$ cat src/rtl/dfic_pkg.sv
`timescale 1ns/1ps
// Package: shared register map constants and types for the dual-FIFO
// interrupt controller. Assumes a 32-bit read word and 8-bit characters.
package dfic_pkg;
    localparam int CHAR_W          = 8;
    localparam int REG_W           = 32;

    // Bit positions inside the control word.
    localparam int CTRL_TX_EN_BIT  = 0;
    localparam int CTRL_RX_EN_BIT  = 1;

    // Bit positions inside the status word.
    localparam int STAT_TX_PEND    = 0;
    localparam int STAT_RX_PEND    = 1;
    localparam int STAT_RX_CNT_LSB = 8;
    localparam int STAT_TX_FREE_LSB = 16;

    // Flag telling that a data-register read returned a character.
    localparam int RD_VALID_BIT    = 15;

    typedef enum logic [1:0] {
        ADDR_DATA = 2'd0,
        ADDR_CTRL = 2'd1,
        ADDR_STAT = 2'd2,
        ADDR_NONE = 2'd3
    } dfic_addr_e;

    typedef struct packed {
        logic rx_en;
        logic tx_en;
    } dfic_ctrl_t;
endpackage

$ cat src/rtl/dfic_fifo.sv
`timescale 1ns/1ps
// Module: dfic_fifo
// Synchronous single-clock FIFO with an occupancy count.
// A push into a full FIFO is dropped. A pop from an empty FIFO sets
// pop_valid to 0. When both arrive together, each is judged on the count
// before the edge. Popped data is registered and appears one cycle after
// the pop. Assumes DEPTH is a power of two.
module dfic_fifo #(
    parameter int DEPTH = 16,
    parameter int W     = 8,
    localparam int AW   = $clog2(DEPTH),
    localparam int CW   = AW + 1
) (
    input  logic          clk,
    input  logic          rst_n,
    input  logic          push,
    input  logic [W-1:0]  push_data,
    input  logic          pop,
    output logic [W-1:0]  pop_data,
    output logic          pop_valid,
    output logic [CW-1:0] count
);
    localparam logic [CW-1:0] FULL_CNT = CW'(DEPTH);

    logic [W-1:0]  mem [DEPTH];
    logic [AW-1:0] wptr;
    logic [AW-1:0] rptr;
    logic          push_ok;
    logic          pop_ok;

    // Accept a push or pop only when it is legal for the current count.
    always_comb begin
        push_ok = push && (count != FULL_CNT);
        pop_ok  = pop  && (count != '0);
    end

    // Storage write; the array needs no reset.
    always_ff @(posedge clk) begin
        if (push_ok) begin
            mem[wptr] <= push_data;
        end
    end

    // Pointer and occupancy bookkeeping.
    always_ff @(posedge clk) begin
        if (!rst_n) begin
            wptr  <= '0;
            rptr  <= '0;
            count <= '0;
        end else begin
            if (push_ok) begin
                wptr <= wptr + 1'b1;
            end
            if (pop_ok) begin
                rptr <= rptr + 1'b1;
            end
            case ({push_ok, pop_ok})
                2'b10:   count <= count + 1'b1;
                2'b01:   count <= count - 1'b1;
                default: count <= count;
            endcase
        end
    end

    // Registered pop output with its valid flag.
    always_ff @(posedge clk) begin
        if (!rst_n) begin
            pop_data  <= '0;
            pop_valid <= 1'b0;
        end else begin
            pop_valid <= pop_ok;
            if (pop_ok) begin
                pop_data <= mem[rptr];
            end
        end
    end
endmodule

$ cat src/rtl/dfic_pending.sv
`timescale 1ns/1ps
// Module: dfic_pending
// Works out the two pending conditions from the registered occupancy
// counts and the end-of-stream level, then gates them with the enables
// into one interrupt. Purely combinational. Assumes both thresholds are
// below DEPTH.
module dfic_pending #(
    parameter int DEPTH  = 16,
    parameter int WR_THR = 8,
    parameter int RD_THR = 8,
    localparam int CW    = $clog2(DEPTH) + 1
) (
    input  logic [CW-1:0] tx_count,
    input  logic [CW-1:0] rx_count,
    input  logic          eos,
    input  logic          en_tx,
    input  logic          en_rx,
    output logic          tx_pend,
    output logic          rx_pend,
    output logic          irq
);
    localparam logic [CW-1:0] FULL_CNT = CW'(DEPTH);
    localparam logic [CW-1:0] WR_LIM   = CW'(WR_THR);
    localparam logic [CW-1:0] RD_LIM   = CW'(RD_THR);

    logic [CW-1:0] rx_free;

    // Low-water test on transmit, high-water and end-of-stream on receive.
    always_comb begin
        rx_free = FULL_CNT - rx_count;
        tx_pend = (tx_count <= WR_LIM);
        rx_pend = (rx_free <= RD_LIM) || (eos && (rx_count != '0));
    end

    // Combine the gated conditions into the interrupt line.
    always_comb begin
        irq = (en_tx && tx_pend) || (en_rx && rx_pend);
    end
endmodule

$ cat src/rtl/dfic_regif.sv
`timescale 1ns/1ps
// Module: dfic_regif
// Processor-side register window: decodes the strobes into FIFO
// push and pop, holds the control bits, and forms the read word one
// cycle after a read. A data read takes its word from the receive
// FIFO's registered output; control and status reads are captured at
// the read edge. Assumes DEPTH <= 128, so that a count fits in 8 bits.
module dfic_regif
    import dfic_pkg::*;
#(
    parameter int DEPTH = 16,
    localparam int CW   = $clog2(DEPTH) + 1
) (
    input  logic              clk,
    input  logic              rst_n,
    input  logic              reg_wr,
    input  logic              reg_rd,
    input  logic [1:0]        reg_addr,
    input  logic [CHAR_W-1:0] reg_wdata,
    output logic [REG_W-1:0]  reg_rdata,
    input  logic              tx_pend,
    input  logic              rx_pend,
    input  logic [CW-1:0]     tx_count,
    input  logic [CW-1:0]     rx_count,
    input  logic [CHAR_W-1:0] rx_char,
    input  logic              rx_char_valid,
    output logic              tx_push,
    output logic              rx_pop,
    output logic              en_tx,
    output logic              en_rx
);
    localparam logic [CW-1:0] FULL_CNT = CW'(DEPTH);

    dfic_addr_e       addr;
    dfic_ctrl_t       ctrl_q;
    logic [REG_W-1:0] stat_word;
    logic [REG_W-1:0] hold_q;
    logic             sel_data_q;
    logic [CW-1:0]    tx_free;

    // Decode the strobes into FIFO operations.
    always_comb begin
        addr    = dfic_addr_e'(reg_addr);
        tx_push = reg_wr && (addr == ADDR_DATA);
        rx_pop  = reg_rd && (addr == ADDR_DATA);
        en_tx   = ctrl_q.tx_en;
        en_rx   = ctrl_q.rx_en;
    end

    // Put the status fields together from the live conditions and counts.
    always_comb begin
        tx_free   = FULL_CNT - tx_count;
        stat_word = '0;
        stat_word[STAT_TX_PEND] = tx_pend;
        stat_word[STAT_RX_PEND] = rx_pend;
        stat_word[STAT_RX_CNT_LSB +: CW]  = rx_count;
        stat_word[STAT_TX_FREE_LSB +: CW] = tx_free;
    end

    // Control register holding the two enable bits.
    always_ff @(posedge clk) begin
        if (!rst_n) begin
            ctrl_q <= '0;
        end else if (reg_wr && (addr == ADDR_CTRL)) begin
            ctrl_q.tx_en <= reg_wdata[CTRL_TX_EN_BIT];
            ctrl_q.rx_en <= reg_wdata[CTRL_RX_EN_BIT];
        end
    end

    // Capture the word for a control or status read; mark a data read.
    always_ff @(posedge clk) begin
        if (!rst_n) begin
            hold_q     <= '0;
            sel_data_q <= 1'b0;
        end else begin
            sel_data_q <= rx_pop;
            hold_q     <= '0;
            if (reg_rd) begin
                case (addr)
                    ADDR_CTRL: begin
                        hold_q[CTRL_TX_EN_BIT] <= ctrl_q.tx_en;
                        hold_q[CTRL_RX_EN_BIT] <= ctrl_q.rx_en;
                    end
                    ADDR_STAT: hold_q <= stat_word;
                    default:   hold_q <= '0;
                endcase
            end
        end
    end

    // Choose the read word from the FIFO output or the captured value.
    always_comb begin
        reg_rdata = hold_q;
        if (sel_data_q) begin
            reg_rdata = '0;
            reg_rdata[CHAR_W-1:0]  = rx_char;
            reg_rdata[RD_VALID_BIT] = rx_char_valid;
        end
    end
endmodule

$ cat src/rtl/dual_fifo_irq_ctrl.sv
`timescale 1ns/1ps
// Module: dual_fifo_irq_ctrl
// Top level of the character buffer. The transmit FIFO is filled from the
// register window and emptied by the host. The receive FIFO is filled by
// the host and emptied by register reads. Fixed thresholds on the two
// occupancies drive the gated interrupt. Assumes one clock domain; the
// parameter limits are enforced at elaboration.
module dual_fifo_irq_ctrl
    import dfic_pkg::*;
#(
    parameter int DEPTH  = 16,
    parameter int WR_THR = 8,
    parameter int RD_THR = 8,
    localparam int CW    = $clog2(DEPTH) + 1
) (
    input  logic              clk,
    input  logic              rst_n,
    input  logic              reg_wr,
    input  logic              reg_rd,
    input  logic [1:0]        reg_addr,
    input  logic [CHAR_W-1:0] reg_wdata,
    output logic [REG_W-1:0]  reg_rdata,
    input  logic              host_tx_pop,
    output logic [CHAR_W-1:0] host_tx_data,
    output logic              host_tx_valid,
    input  logic              host_rx_push,
    input  logic [CHAR_W-1:0] host_rx_data,
    input  logic              host_eos,
    output logic              irq
);
    // Parameter checks made at elaboration.
    if ((DEPTH < 2) || (DEPTH > 128) || ((DEPTH & (DEPTH - 1)) != 0)) begin : g_bad_depth
        $error("DEPTH must be a power of two from 2 to 128");
    end
    if ((WR_THR < 0) || (WR_THR >= DEPTH)) begin : g_bad_wr_thr
        $error("WR_THR must be below DEPTH");
    end
    if ((RD_THR < 0) || (RD_THR >= DEPTH)) begin : g_bad_rd_thr
        $error("RD_THR must be below DEPTH");
    end

    logic              tx_push;
    logic              rx_pop;
    logic              en_tx;
    logic              en_rx;
    logic              tx_pend;
    logic              rx_pend;
    logic [CW-1:0]     tx_count;
    logic [CW-1:0]     rx_count;
    logic [CHAR_W-1:0] rx_char;
    logic              rx_char_valid;

    dfic_regif #(.DEPTH(DEPTH)) regif_i (
        .clk           (clk),
        .rst_n         (rst_n),
        .reg_wr        (reg_wr),
        .reg_rd        (reg_rd),
        .reg_addr      (reg_addr),
        .reg_wdata     (reg_wdata),
        .reg_rdata     (reg_rdata),
        .tx_pend       (tx_pend),
        .rx_pend       (rx_pend),
        .tx_count      (tx_count),
        .rx_count      (rx_count),
        .rx_char       (rx_char),
        .rx_char_valid (rx_char_valid),
        .tx_push       (tx_push),
        .rx_pop        (rx_pop),
        .en_tx         (en_tx),
        .en_rx         (en_rx)
    );

    dfic_fifo #(.DEPTH(DEPTH), .W(CHAR_W)) tx_fifo_i (
        .clk       (clk),
        .rst_n     (rst_n),
        .push      (tx_push),
        .push_data (reg_wdata),
        .pop       (host_tx_pop),
        .pop_data  (host_tx_data),
        .pop_valid (host_tx_valid),
        .count     (tx_count)
    );

    dfic_fifo #(.DEPTH(DEPTH), .W(CHAR_W)) rx_fifo_i (
        .clk       (clk),
        .rst_n     (rst_n),
        .push      (host_rx_push),
        .push_data (host_rx_data),
        .pop       (rx_pop),
        .pop_data  (rx_char),
        .pop_valid (rx_char_valid),
        .count     (rx_count)
    );

    dfic_pending #(.DEPTH(DEPTH), .WR_THR(WR_THR), .RD_THR(RD_THR)) pending_i (
        .tx_count (tx_count),
        .rx_count (rx_count),
        .eos      (host_eos),
        .en_tx    (en_tx),
        .en_rx    (en_rx),
        .tx_pend  (tx_pend),
        .rx_pend  (rx_pend),
        .irq      (irq)
    );
endmodule

$ cat config.mk
export PLATFORM = sky130hd
export DESIGN_NAME = dual_fifo_irq_ctrl
export DESIGN_NICKNAME = d
export VERILOG_FILES = /design/src/rtl/dfic_pkg.sv /design/src/rtl/dfic_fifo.sv /design/src/rtl/dfic_pending.sv /design/src/rtl/dfic_regif.sv /design/src/rtl/dual_fifo_irq_ctrl.sv
export SDC_FILE = /design/constraint.sdc
export NUM_CORES = 1
export LEC_CHECK = 0
export ABC_AREA = 0
export BUFFER_PORTS_ARGS = -buffer_cell sky130_fd_sc_hd__clkbuf_2
export CAP_MARGIN = 20
export CORE_UTILIZATION = 60
export CTS_CLUSTER_SIZE = 25
export DETAILED_ROUTE_END_ITERATION = 10
export GPL_ROUTABILITY_DRIVEN = 0
export PLACE_DENSITY = 0.78
export RECOVER_POWER = 100
export SYNTH_ARGS = -nofsm -noshare
export SYNTH_HDL_FRONTEND = slang
export SYNTH_SLANG_ARGS = --single-unit
$ cat constraint.sdc
create_clock -name clk -period 4.3 [get_ports clk]
set_clock_uncertainty 0.2 [all_clocks]
set_input_delay 0.215 -clock clk [delete_from_list [all_inputs] [get_ports clk]]
set_output_delay 0.215 -clock clk [all_outputs]
set_load 0.05 [all_outputs]
==> flow_summary.toml <==
[min_path]
hold_class = "primary input to flop"

[detailed_routing]
vias = 7060
drt-total-wl_mm = 25.9
ant_nets = 0
drc = 0
viasPerCell = 5.92
post_drt_wl_per_cell_um = 21.7
drtIter0Drc = 480
drtPass1Iterations = 5

[clock_tree]
cts_resized = 0
cts_made_buffers = 30
cts_tree = "built"
clk_latency_ps = 550
cts-root-buf = "clkbuf_16"
clock-sinks = 315
clockBufferDepth = 3
htreeDepth = 1
clk_pin_slew_ps = 60

[sta]
fin_crit_sh_pct = 86.1
hold_viol = 0
final.setup.worst_slack_ps = 598
slew_viol_final = 0
tns_ps = 0
worst_slew_pin_slew_ps = 1120
slew_headroom_pct = 24.6
fin_crit_ps = 3700
fmax_mhz = 270
rsz0062_at_grt = "false"
finalSetupViolations = 0

[power]
ir_drop_uv = 511
p_per_area_mw_per_mm2 = 480
power.leakage_uw = 0.00482
power_uw = 6910

[floorplanning]
start_util_pct = 61.1
coreArea_mm2 = 0.0210
rows = 53
die_w_um = 148
dieArea_mm2 = 0.0220
die-height_um = 148
ioPinCount = 67

[yosys]
ys_warn_count = 0
synth_ff_type = "edfxtp_1"
synthArstFlopShare_pct = 0
avgSynthCellArea_um2 = 15.8
yosysTopAreaCellShare_pct = 59.8
synth_edf_count = 256
seq_area_frac_synth_pct = 69.0
ys_types = 49
postSynthCellCount = 814
synth_seq_cells = 315
synth_area_leaders = "edfxtp_1 60%, dfxtp_1 9.2%, mux2i_1 5.5%"
synth_most_common_cell = "edfxtp_1"
yosysTopAreaCell = "edfxtp_1"
syn_area_mm2 = 0.0128
synth_common_cells = "256 x edfxtp_1, 70 x mux2i_1, 60 x nor2_1"

[layout]
antenna_cells = 0
register_area_mm2 = 0.00887
drive_gt1_share_pct = 8.83
multi_input_area_mm2 = 0.00367
final_nets = 944
nFillCells = 1377
fin_util_pct = 68.5
areaGrowthSynthToFinish_pct = 12.1

[placement]
hpwl_mm = 16.7
dp_slack_ps = 734
numPortBuffers = 53

[global_route]
antenna_found_initial = 0
grt_max_degree = 66
grt_overflow_total = 0
grt_pass1_vias = 7385
grt_pass1_wl_mm = 40.3
grtUsageTotal_pct = 24.2

[critical_path]
r2r_slack_ps = 600
crit_arrival_ps = 3970
crit_fanout = 9
worstSetupEndpointType = "flop"
cp_data_required_time_ps = 4570
crit_type = "flop to flop"
startpoint_type = "flop"

[run]
cap_violations = 0

[status]
status = "completed"
-- cell usage in the layout, fill, tap and decap left out, types with 13 or more instances in the layout --
cell type	Yosys	routed
mux2i_1	70	70
dlygate4sd3_1	0	22
inv_1	13	13
clkbuf_16	0	31
clkbuf_1	24	64
nand2_1	46	46
a21oi_1	20	20
mux4_1	20	20
conb_1	1	13
xor2_1	15	15
nand3_1	14	14
a22oi_1	39	39
nor2_1	60	60
mux4_2	13	13
nor2b_1	17	17
edfxtp_1	256	256
dfxtp_1	59	57
ha_1	25	25
-- power by group --
part / switching (uW) / internal [uW]
clock network: 1070 / 1470
registers: 86.7 / 3390
logic: 594 / 301
total: 1760 / 5160
-- kinds of logic (layout without fill, tap and decap cells) --
family	after synthesis	count (layout)	share of synthesized area, %
AOI/OAI and AO/OA	80	80	4.37
xor gates and xnor gates	20	20	1.36
adders and majority gates	26	26	2.59
buffers and inverters	69	160	2.76
DFF	315	315	69.0
muxes	113	113	12.7
other	1	13	0.0292
and+or+nand+nor	190	190	7.15
-- flip-flops by register name, summed over array words and instances (netlist names) --
signal / count
rx_fifo_i.pop_data: 8
tx_fifo_i.rptr: 4
tx_fifo_i.wptr: 4
tx_fifo_i.mem: 128
rx_fifo_i.rptr: 4
regif_i.en_tx: 1
rx_fifo_i.pop_valid: 1
tx_fifo_i.pop_valid: 1
tx_fifo_i.count: 5
regif_i.en_rx: 1
rx_fifo_i.wptr: 4
tx_fifo_i.pop_data: 8
rx_fifo_i.count: 5
rx_fifo_i.mem: 128
regif_i.hold_q: 12
regif_i.sel_data_q: 1
-- worst max-delay path: stages (launching register included) --
cell and delay [ps]:
dfxtp_1 470, inv_1 70, ha_1 220, nand2b_1 100, nor2_1 70, ha_1 230
nor2b_1 100, clkbuf_1 310, ha_1 430, xor2_1 180, ha_1 230, a21oi_1 100
or3b_2 460, a31oi_1 220, mux2i_1 220
-- what timing repair did --
item / in CTS / in global routing
hold buffers: 22 / 0
buffers inserted: 0 / 0
hold endpoints to repair: 245 / 0
-- stage by stage --
stage,hold slack [ps],cell area [um2],cells
floorplan,114,12900,826
global placement,255,13300,1111
detailed placement,278,13300,1111
CTS,3.43,14500,1189
global route,78.2,14400,1192
finish,61.1,14400,1192
-- cell type report --
cell class | count | share of cell area (%)
sequential | 315 | 61.6
clock inverter | 16 | 0.929
multi-input combinational | 442 | 25.5
clock buffer | 40 | 5.76
timing repair buffer | 90 | 3.50
inverter | 14 | 0.365
tap | 275 | 2.39
-- per-layer routing --
layer  vias up  wire length (um)  GRT usage, %
met3        43              1230          3.50
met5         -                 0             0
met2       228             14000          44.6
met4         0               536          7.27
li1       3237                 -             -
met1      3552             10100          29.5
-- worst paths after layout --
| check | startpoint | to | cells past startpoint |
|---|---|---|---|
| max | tx_fifo_i.count[1] | tx_fifo_i.count[4] | 14 |
| max reg2reg | tx_fifo_i.count[1] | tx_fifo_i.count[4] | 14 |
| min | host_rx_push | rx_fifo_i.wptr[0] | 4 |
| min reg2reg | regif_i.en_rx | regif_i.en_rx | 2 |
No activity file was read; power rests on OpenSTA's default activity.
